$ cat config.mk
export PLATFORM = sky130hd
export DESIGN_NAME = txcmd_ctrl
export DESIGN_NICKNAME = d
export VERILOG_FILES = /design/src/rtl/txc_pkg.sv /design/src/rtl/txc_rst_sync.sv /design/src/rtl/txc_cmd_fsm.sv /design/src/rtl/txc_byte_cnt.sv /design/src/rtl/txc_status.sv /design/src/rtl/txcmd_ctrl.sv
export SDC_FILE = /design/constraint.sdc
export NUM_CORES = 1
export LEC_CHECK = 0
export ABC_AREA = 1
export BUFFER_PORTS_ARGS = -buffer_cell sky130_fd_sc_hd__buf_2
export CAP_MARGIN = 10
export CORE_MARGIN = 5
export CORE_UTILIZATION = 30
export DETAILED_ROUTE_END_ITERATION = 8
export GPL_ROUTABILITY_DRIVEN = 0
export HOLD_SLACK_MARGIN = 0.1
export REMOVE_ABC_BUFFERS = 1
export SLEW_MARGIN = 5
export SYNTH_ARGS = -nofsm -noshare
export SYNTH_HDL_FRONTEND = slang
export SYNTH_SLANG_ARGS = --single-unit
$ cat constraint.sdc
create_clock -name clk -period 1.7 [get_ports clk]
set_input_delay 0 -clock clk [delete_from_list [all_inputs] [get_ports clk]]
set_output_delay 0 -clock clk [all_outputs]
set_load 0.05 [all_outputs]
$ cat src/rtl/txc_pkg.sv
package txc_pkg;
  typedef enum logic [1:0] {
    TXC_IDLE  = 2'b00,
    TXC_DMA   = 2'b01,
    TXC_FSEND = 2'b10
  } txc_state_e;

  localparam logic [1:0] CMD_DMA   = 2'b01;
  localparam logic [1:0] CMD_FSEND = 2'b10;
endpackage

$ cat src/rtl/txc_rst_sync.sv
module txc_rst_sync #(
  parameter int STAGES = 2
) (
  input  logic clk,
  input  logic rst_n,
  output logic rst_s_n
);
  logic [STAGES-1:0] sync_q;

  always_ff @(posedge clk or negedge rst_n) begin
    if (!rst_n) sync_q <= '0;
    else        sync_q <= {sync_q[STAGES-2:0], 1'b1};
  end

  assign rst_s_n = sync_q[STAGES-1];
endmodule

$ cat src/rtl/txc_cmd_fsm.sv
module txc_cmd_fsm
  import txc_pkg::*;
(
  input  logic       clk,
  input  logic       rst_n,
  input  logic       cmd_wr,
  input  logic [1:0] cmd_wdata,
  input  logic       cnt_zero,
  input  logic       ovf,
  input  logic       tx_done,
  output txc_state_e state,
  output logic       dma_go,
  output logic       send_go,
  output logic       reject,
  output logic       done_any,
  output logic       done_fsend
);
  txc_state_e state_q, state_d;

  always_comb begin
    state_d  = state_q;
    dma_go   = 1'b0;
    send_go  = 1'b0;
    reject   = 1'b0;
    done_any = 1'b0;
    unique case (state_q)
      TXC_IDLE: begin
        if (cmd_wr) begin
          if (cmd_wdata == CMD_DMA) begin
            if (cnt_zero) begin
              dma_go  = 1'b1;
              state_d = TXC_DMA;
            end else begin
              reject = 1'b1;
            end
          end else if (cmd_wdata == CMD_FSEND) begin
            if (!cnt_zero && !ovf) begin
              send_go = 1'b1;
              state_d = TXC_FSEND;
            end else begin
              reject = 1'b1;
            end
          end
        end
      end
      TXC_DMA, TXC_FSEND: begin
        if (tx_done) begin
          done_any = 1'b1;
          state_d  = TXC_IDLE;
        end
      end
      default: state_d = TXC_IDLE;
    endcase
  end

  assign done_fsend = done_any && (state_q == TXC_FSEND);
  assign state      = state_q;

  always_ff @(posedge clk or negedge rst_n) begin
    if (!rst_n) state_q <= TXC_IDLE;
    else        state_q <= state_d;
  end
endmodule

$ cat src/rtl/txc_byte_cnt.sv
module txc_byte_cnt #(
  parameter int MAX_BYTES = 1518,
  localparam int CNT_W = $clog2(MAX_BYTES + 1)
) (
  input  logic             clk,
  input  logic             rst_n,
  input  logic             wr_req,
  input  logic             open_i,
  input  logic             clear_i,
  output logic [CNT_W-1:0] count,
  output logic             ovf,
  output logic             fifo_we,
  output logic             drop
);
  localparam logic [CNT_W-1:0] MAX_C = CNT_W'(MAX_BYTES);

  logic [CNT_W-1:0] cnt_q, cnt_d;
  logic             cnt_en;
  logic             ovf_q, ovf_d, ovf_en;
  logic             at_max, accept, over;

  assign at_max  = (cnt_q == MAX_C);
  assign accept  = wr_req && open_i;
  assign fifo_we = accept && !at_max;
  assign over    = accept && at_max;
  assign drop    = wr_req && !open_i;

  always_comb begin
    cnt_en = clear_i || fifo_we;
    cnt_d  = clear_i ? '0 : cnt_q + 1'b1;
    ovf_en = clear_i || over;
    ovf_d  = !clear_i;
  end

  always_ff @(posedge clk or negedge rst_n) begin
    if (!rst_n) begin
      cnt_q <= '0;
      ovf_q <= 1'b0;
    end else begin
      if (cnt_en) cnt_q <= cnt_d;
      if (ovf_en) ovf_q <= ovf_d;
    end
  end

  assign count = cnt_q;
  assign ovf   = ovf_q;
endmodule

$ cat src/rtl/txc_status.sv
module txc_status (
  input  logic       clk,
  input  logic       rst_n,
  input  logic       done_any,
  input  logic [7:0] status_in,
  input  logic       reject,
  input  logic       drop,
  output logic [7:0] status,
  output logic       cmd_err,
  output logic       port_err
);
  logic [7:0] stat_q;
  logic       cerr_q, perr_q;

  always_ff @(posedge clk or negedge rst_n) begin
    if (!rst_n) begin
      stat_q <= '0;
      cerr_q <= 1'b0;
      perr_q <= 1'b0;
    end else begin
      if (done_any) stat_q <= status_in;
      if (reject)   cerr_q <= 1'b1;
      if (drop)     perr_q <= 1'b1;
    end
  end

  assign status   = stat_q;
  assign cmd_err  = cerr_q;
  assign port_err = perr_q;
endmodule

$ cat src/rtl/txcmd_ctrl.sv
module txcmd_ctrl
  import txc_pkg::*;
#(
  parameter int MAX_BYTES = 1518,
  localparam int CNT_W = $clog2(MAX_BYTES + 1)
) (
  input  logic             clk,
  input  logic             rst_n,
  input  logic             cmd_wr,
  input  logic [1:0]       cmd_wdata,
  output logic [1:0]       cmd_state,
  input  logic             data_wr,
  input  logic [7:0]       data_in,
  output logic             fifo_wr_en,
  output logic [7:0]       fifo_wr_data,
  output logic             dma_start,
  output logic             mac_send,
  input  logic             tx_done,
  input  logic [7:0]       tx_status_in,
  output logic [7:0]       tx_status,
  output logic [CNT_W-1:0] byte_count,
  output logic             oversize,
  output logic             cmd_err,
  output logic             port_err
);
  logic       rst_s_n;
  txc_state_e state;
  logic       dma_go, send_go, reject, done_any, done_fsend;
  logic       open_w, drop_w, cnt_zero;

  txc_rst_sync #(.STAGES(2)) u_rst (
    .clk     (clk),
    .rst_n   (rst_n),
    .rst_s_n (rst_s_n)
  );

  assign cnt_zero = (byte_count == '0);

  txc_cmd_fsm u_fsm (
    .clk        (clk),
    .rst_n      (rst_s_n),
    .cmd_wr     (cmd_wr),
    .cmd_wdata  (cmd_wdata),
    .cnt_zero   (cnt_zero),
    .ovf        (oversize),
    .tx_done    (tx_done),
    .state      (state),
    .dma_go     (dma_go),
    .send_go    (send_go),
    .reject     (reject),
    .done_any   (done_any),
    .done_fsend (done_fsend)
  );

  assign open_w = (state == TXC_IDLE) && !dma_go;

  txc_byte_cnt #(.MAX_BYTES(MAX_BYTES)) u_cnt (
    .clk     (clk),
    .rst_n   (rst_s_n),
    .wr_req  (data_wr),
    .open_i  (open_w),
    .clear_i (done_fsend),
    .count   (byte_count),
    .ovf     (oversize),
    .fifo_we (fifo_wr_en),
    .drop    (drop_w)
  );

  txc_status u_stat (
    .clk       (clk),
    .rst_n     (rst_s_n),
    .done_any  (done_any),
    .status_in (tx_status_in),
    .reject    (reject),
    .drop      (drop_w),
    .status    (tx_status),
    .cmd_err   (cmd_err),
    .port_err  (port_err)
  );

  assign cmd_state    = state;
  assign fifo_wr_data = data_in;
  assign dma_start    = dma_go;
  assign mac_send     = send_go;
endmodule

==> load_flow_metrics.sql <==
INSERT INTO impl_metrics (metric_group, metric, value, unit) VALUES
('layout', 'area.sequential', '654.4', 'um2'),
('sta', 'max_clock_freq', '0.6258', 'GHz'),
('global_route', 'global_route.usage.total', '12.17', '%'),
('floorplanning', 'ioPinCount', '58', ''),
('status', 'outcome', 'finished, final reports clean', ''),
('clocking', 'tritoncts', 'done', ''),
('layout', 'nNetsFinal', '293', ''),
('yosys', 'post_synth_inst_count', '199', ''),
('yosys', 'dominant_combinational_cell_family_by_area_after_synthesis', 'simple AND/OR/NAND/NOR gates', ''),
('worst_setup_path', 'cp.required', '1.70', 'ns'),
('place', 'io_buffer_count', '41', ''),
('routing', 'first_pass_iters', '4', ''),
('floorplanning', 'die_w', '83.83', 'um'),
('sta', 'skew', '0.002543', 'ns'),
('sta', 'maxSlewHeadroom', '66.31', '%'),
('yosys', 'count_of_yosys_warnings_during_synthesis', '0', ''),
('sta', 'count_of_final_hold_check_violations', '0', ''),
('yosys', 'synth-simple-area-share', '31.98', '%'),
('routing', 'post-route-drc-count', '0', ''),
('routing', 'dr_total_vias', '1499', ''),
('yosys', 'synth_compound_gate_area_share', '3.520', '%'),
('clocking', 'clkLatencyLatePin', '0.28', 'ns'),
('sta', 'worst_hold_margin', '0.1481', 'ns'),
('sta', 'worst_margin_pin_slew', '0.5037', 'ns'),
('yosys', 'ys.flop_type', 'sky130_fd_sc_hd__dfrtp_1', ''),
('floorplanning', 'die_ar', '7027', 'um2'),
('power_and_ir_drop', 'switchingPower', '1.837', 'mW'),
('yosys', 'flip_flop_and_latch_count_after_synthesis', '26', ''),
('sta', 'grt_setup_unrepaired', 'false', ''),
('power_and_ir_drop', 'power-per-cell-area', '1624', 'nW/um2'),
('yosys', 'synth.lib_cells_used.distinct', '31', ''),
('floorplanning', 'die_h', '83.83', 'um'),
('clocking', 'cts-htree-levels', '1', ''),
('layout', 'drive_above_1_share', '35.61', '%'),
('place', 'dp_hpwl', '3067', 'um'),
('worst_setup_path', 'critPathLaunchType', 'flop', ''),
('global_route', 'grt_remaining_overflow', '0', ''),
('yosys', 'post-synth-top-count-cell', 'sky130_fd_sc_hd__nand2_1', ''),
('power_and_ir_drop', 'irDropWorstVdd', '0.0007289', 'V'),
('yosys', 'proportion_of_synthesized_area_in_mux_cells', '5.509', '%'),
('worst_setup_path', 'crit_chain', 'inv_2 -> ha_2 -> nand2_2 -> nor2_4 -> nand4_4 -> nand4_4 -> inv_1 -> buf_6', ''),
('worst_setup_path', 'path_class', 'flop to output pin', ''),
('power_and_ir_drop', 'clock_share_of_power', '14.5', '%'),
('yosys', 'syn-cell-area', '1635', 'um2'),
('yosys', 'yosys.area.top_type_share', '39.79', '%'),
('worst_setup_path', 'worst-r2r-setup-slack', '0.12', 'ns'),
('global_route', 'largest_net_degree_at_the_start_of_global_routing', '17', ''),
('sta', 'finalMaxSlewViolations', '0', ''),
('worst_setup_path', 'cp_common_cell', 'sky130_fd_sc_hd__nand4_4', ''),
('routing', 'routed_wire_length_per_instance', '12.65', 'um'),
('worst_setup_path', 'cp_slowest_cell', 'sky130_fd_sc_hd__dfrtp_2', ''),
('yosys', 'synth_xor_area_share', '2.678', '%'),
('power_and_ir_drop', 'portion_of_total_power_attributed_to_sequential_cells', '26.2', '%'),
('power_and_ir_drop', 'p_leak', '1.163', 'nW'),
('power_and_ir_drop', 'power.share.combinational', '59.4', '%'),
('yosys', 'synth_enable_flop_cells', '0', ''),
('power_and_ir_drop', 'power.switching_fraction', '50.32', '%'),
('floorplanning', 'placementRows', '26', ''),
('hold_path', 'min-delay-path-class', 'flop to async pin', ''),
('sta', 'final.period_utilization', '93.99', '%'),
('yosys', 'synthTopCellsByArea', 'sky130_fd_sc_hd__dfrtp_1, sky130_fd_sc_hd__nand2_1, sky130_fd_sc_hd__nand3_1', ''),
('global_route', 'grt_pass1_vias', '1487', ''),
('layout', 'multiInputGateArea', '815.8', 'um2'),
('routing', 'highest_layer', 'met4', ''),
('yosys', 'synth_sequential_area_ratio', '39.79', '%'),
('routing', 'route.antenna.remaining_nets', '0', ''),
('worst_setup_path', 'end_kind', 'output pin', ''),
('global_route', 'grt_pass1_wl', '7093', 'um'),
('worst_setup_path', 'cp_slowest_stage_delay', '0.45', 'ns'),
('routing', 'wl_met2', '2202', 'um'),
('job', 'max_cap_violations', '0', '');
==> logic make-up after synthesis <==
logic type | Yosys count
xor+xnor | 5
compound gates | 10
fa+ha+maj | 5
simple gates | 107
other cells | 1
buf+inv | 37
mux | 8
flops | 26
==> per-layer routing <==
| metal | vias up | track usage, % |
|---|---|---|
| met5 | - | 0 |
| met4 | 0 | 2.485 |
| met3 | 2 | 2.172 |
| met2 | 27 | 21.48 |
| met1 | 715 | 15.51 |
| li1 | 755 | - |
==> power by group through the flow <==
| stage | clock (mW) | sequential [mW] | combinational [mW] |
|---|---|---|---|
| 4_1_cts | 0.539 | 0.941 | 2.08 |
| 3_3_place_gp | 0 | 0.949 | 1.96 |
| 2_1_floorplan | 0 | 1.57 | 0.865 |
| 6_report | 0.529 | 0.955 | 2.17 |
| 5_1_grt | 0.563 | 0.988 | 2.35 |
| 3_5_place_dp | 0 | 0.953 | 1.97 |
==> state kept, by name, indices dropped and copies added (netlist names) <==
| name | flops |
|---|---|
| u_fsm.state | 2 |
| u_cnt.ovf | 1 |
| u_stat.cmd_err | 1 |
| u_stat.status | 8 |
| u_rst.sync_q | 2 |
| u_stat.port_err | 1 |
| u_cnt.count | 11 |
==> cells in the final DEF, fill, tap and decap left out, types with 4 or more instances in the layout <==
master | netlist | final
sky130_fd_sc_hd__buf_4 | 9 | 15
sky130_fd_sc_hd__dfrtp_1 | 26 | 23
sky130_fd_sc_hd__dlygate4sd3_1 | 0 | 20
sky130_fd_sc_hd__nor2_1 | 23 | 21
sky130_fd_sc_hd__buf_2 | 1 | 38
sky130_fd_sc_hd__inv_1 | 20 | 17
sky130_fd_sc_hd__inv_2 | 2 | 5
sky130_fd_sc_hd__o21ai_0 | 4 | 4
sky130_fd_sc_hd__nand2_1 | 46 | 45
sky130_fd_sc_hd__mux2_2 | 8 | 8
sky130_fd_sc_hd__nand3_1 | 18 | 18
sky130_fd_sc_hd__nand4_1 | 4 | 4
sky130_fd_sc_hd__xor2_1 | 4 | 4
sky130_fd_sc_hd__nor2_4 | 3 | 4
==> area by class of cell <==
type	count	area share [%]
multi-input cells	136	36.28
flip-flops and latches	26	29.10
repair buffers	76	23.87
well taps	70	3.895
inverters	22	3.673
clock buffers	3	1.836
clock inverters	1	1.336
==> per-stage QoR <==
step	TNS, ns	power (mW)	instances	area [um2]	setup slack (ns)
after CTS	0	3.564	331	2176	0.01128
after floorplan	-3.694	2.432	184	1514	-1.051
after global routing	0	3.897	334	2248	0.004900
after detailed placement	0	2.922	305	1882	0.07025
final	0	3.651	334	2248	0.1022
after global placement	0	2.906	305	1882	0.1316
==> critical path: cells and delay by family (launching register included) <==
kind          cells  cell delay [ns]
flops             1             0.45
simple gates      4             0.43
buf+inv           3             0.27
fa+ha+maj         1             0.16
==> worst paths after layout <==
kind / from / to / cells after the start
setup / recovery: u_cnt.count[1] / fifo_wr_en / 8
setup reg to reg: u_cnt.count[1] / u_cnt.count[5] / 10
min in group clk: cmd_wdata[1] / u_stat.cmd_err / 4
hold reg to reg: u_rst.sync_q[1] / u_stat.status[2] / 0
max in group asynchronous: u_rst.sync_q[1] / u_cnt.count[9] / 1
hold / removal: u_rst.sync_q[1] / u_stat.status[2] / 0
==> timing repair <==
action / in CTS / in global routing
resized for setup: 3 / 18
setup endpoints to repair: 3 / 16
pin swaps: 0 / 6
endpoints found under the hold margin: 21 / 0
gates cloned: 0 / 0
hold buffers: 20 / 0
setup buffers: 2 / 3
Power figures use the tool's default switching activity.
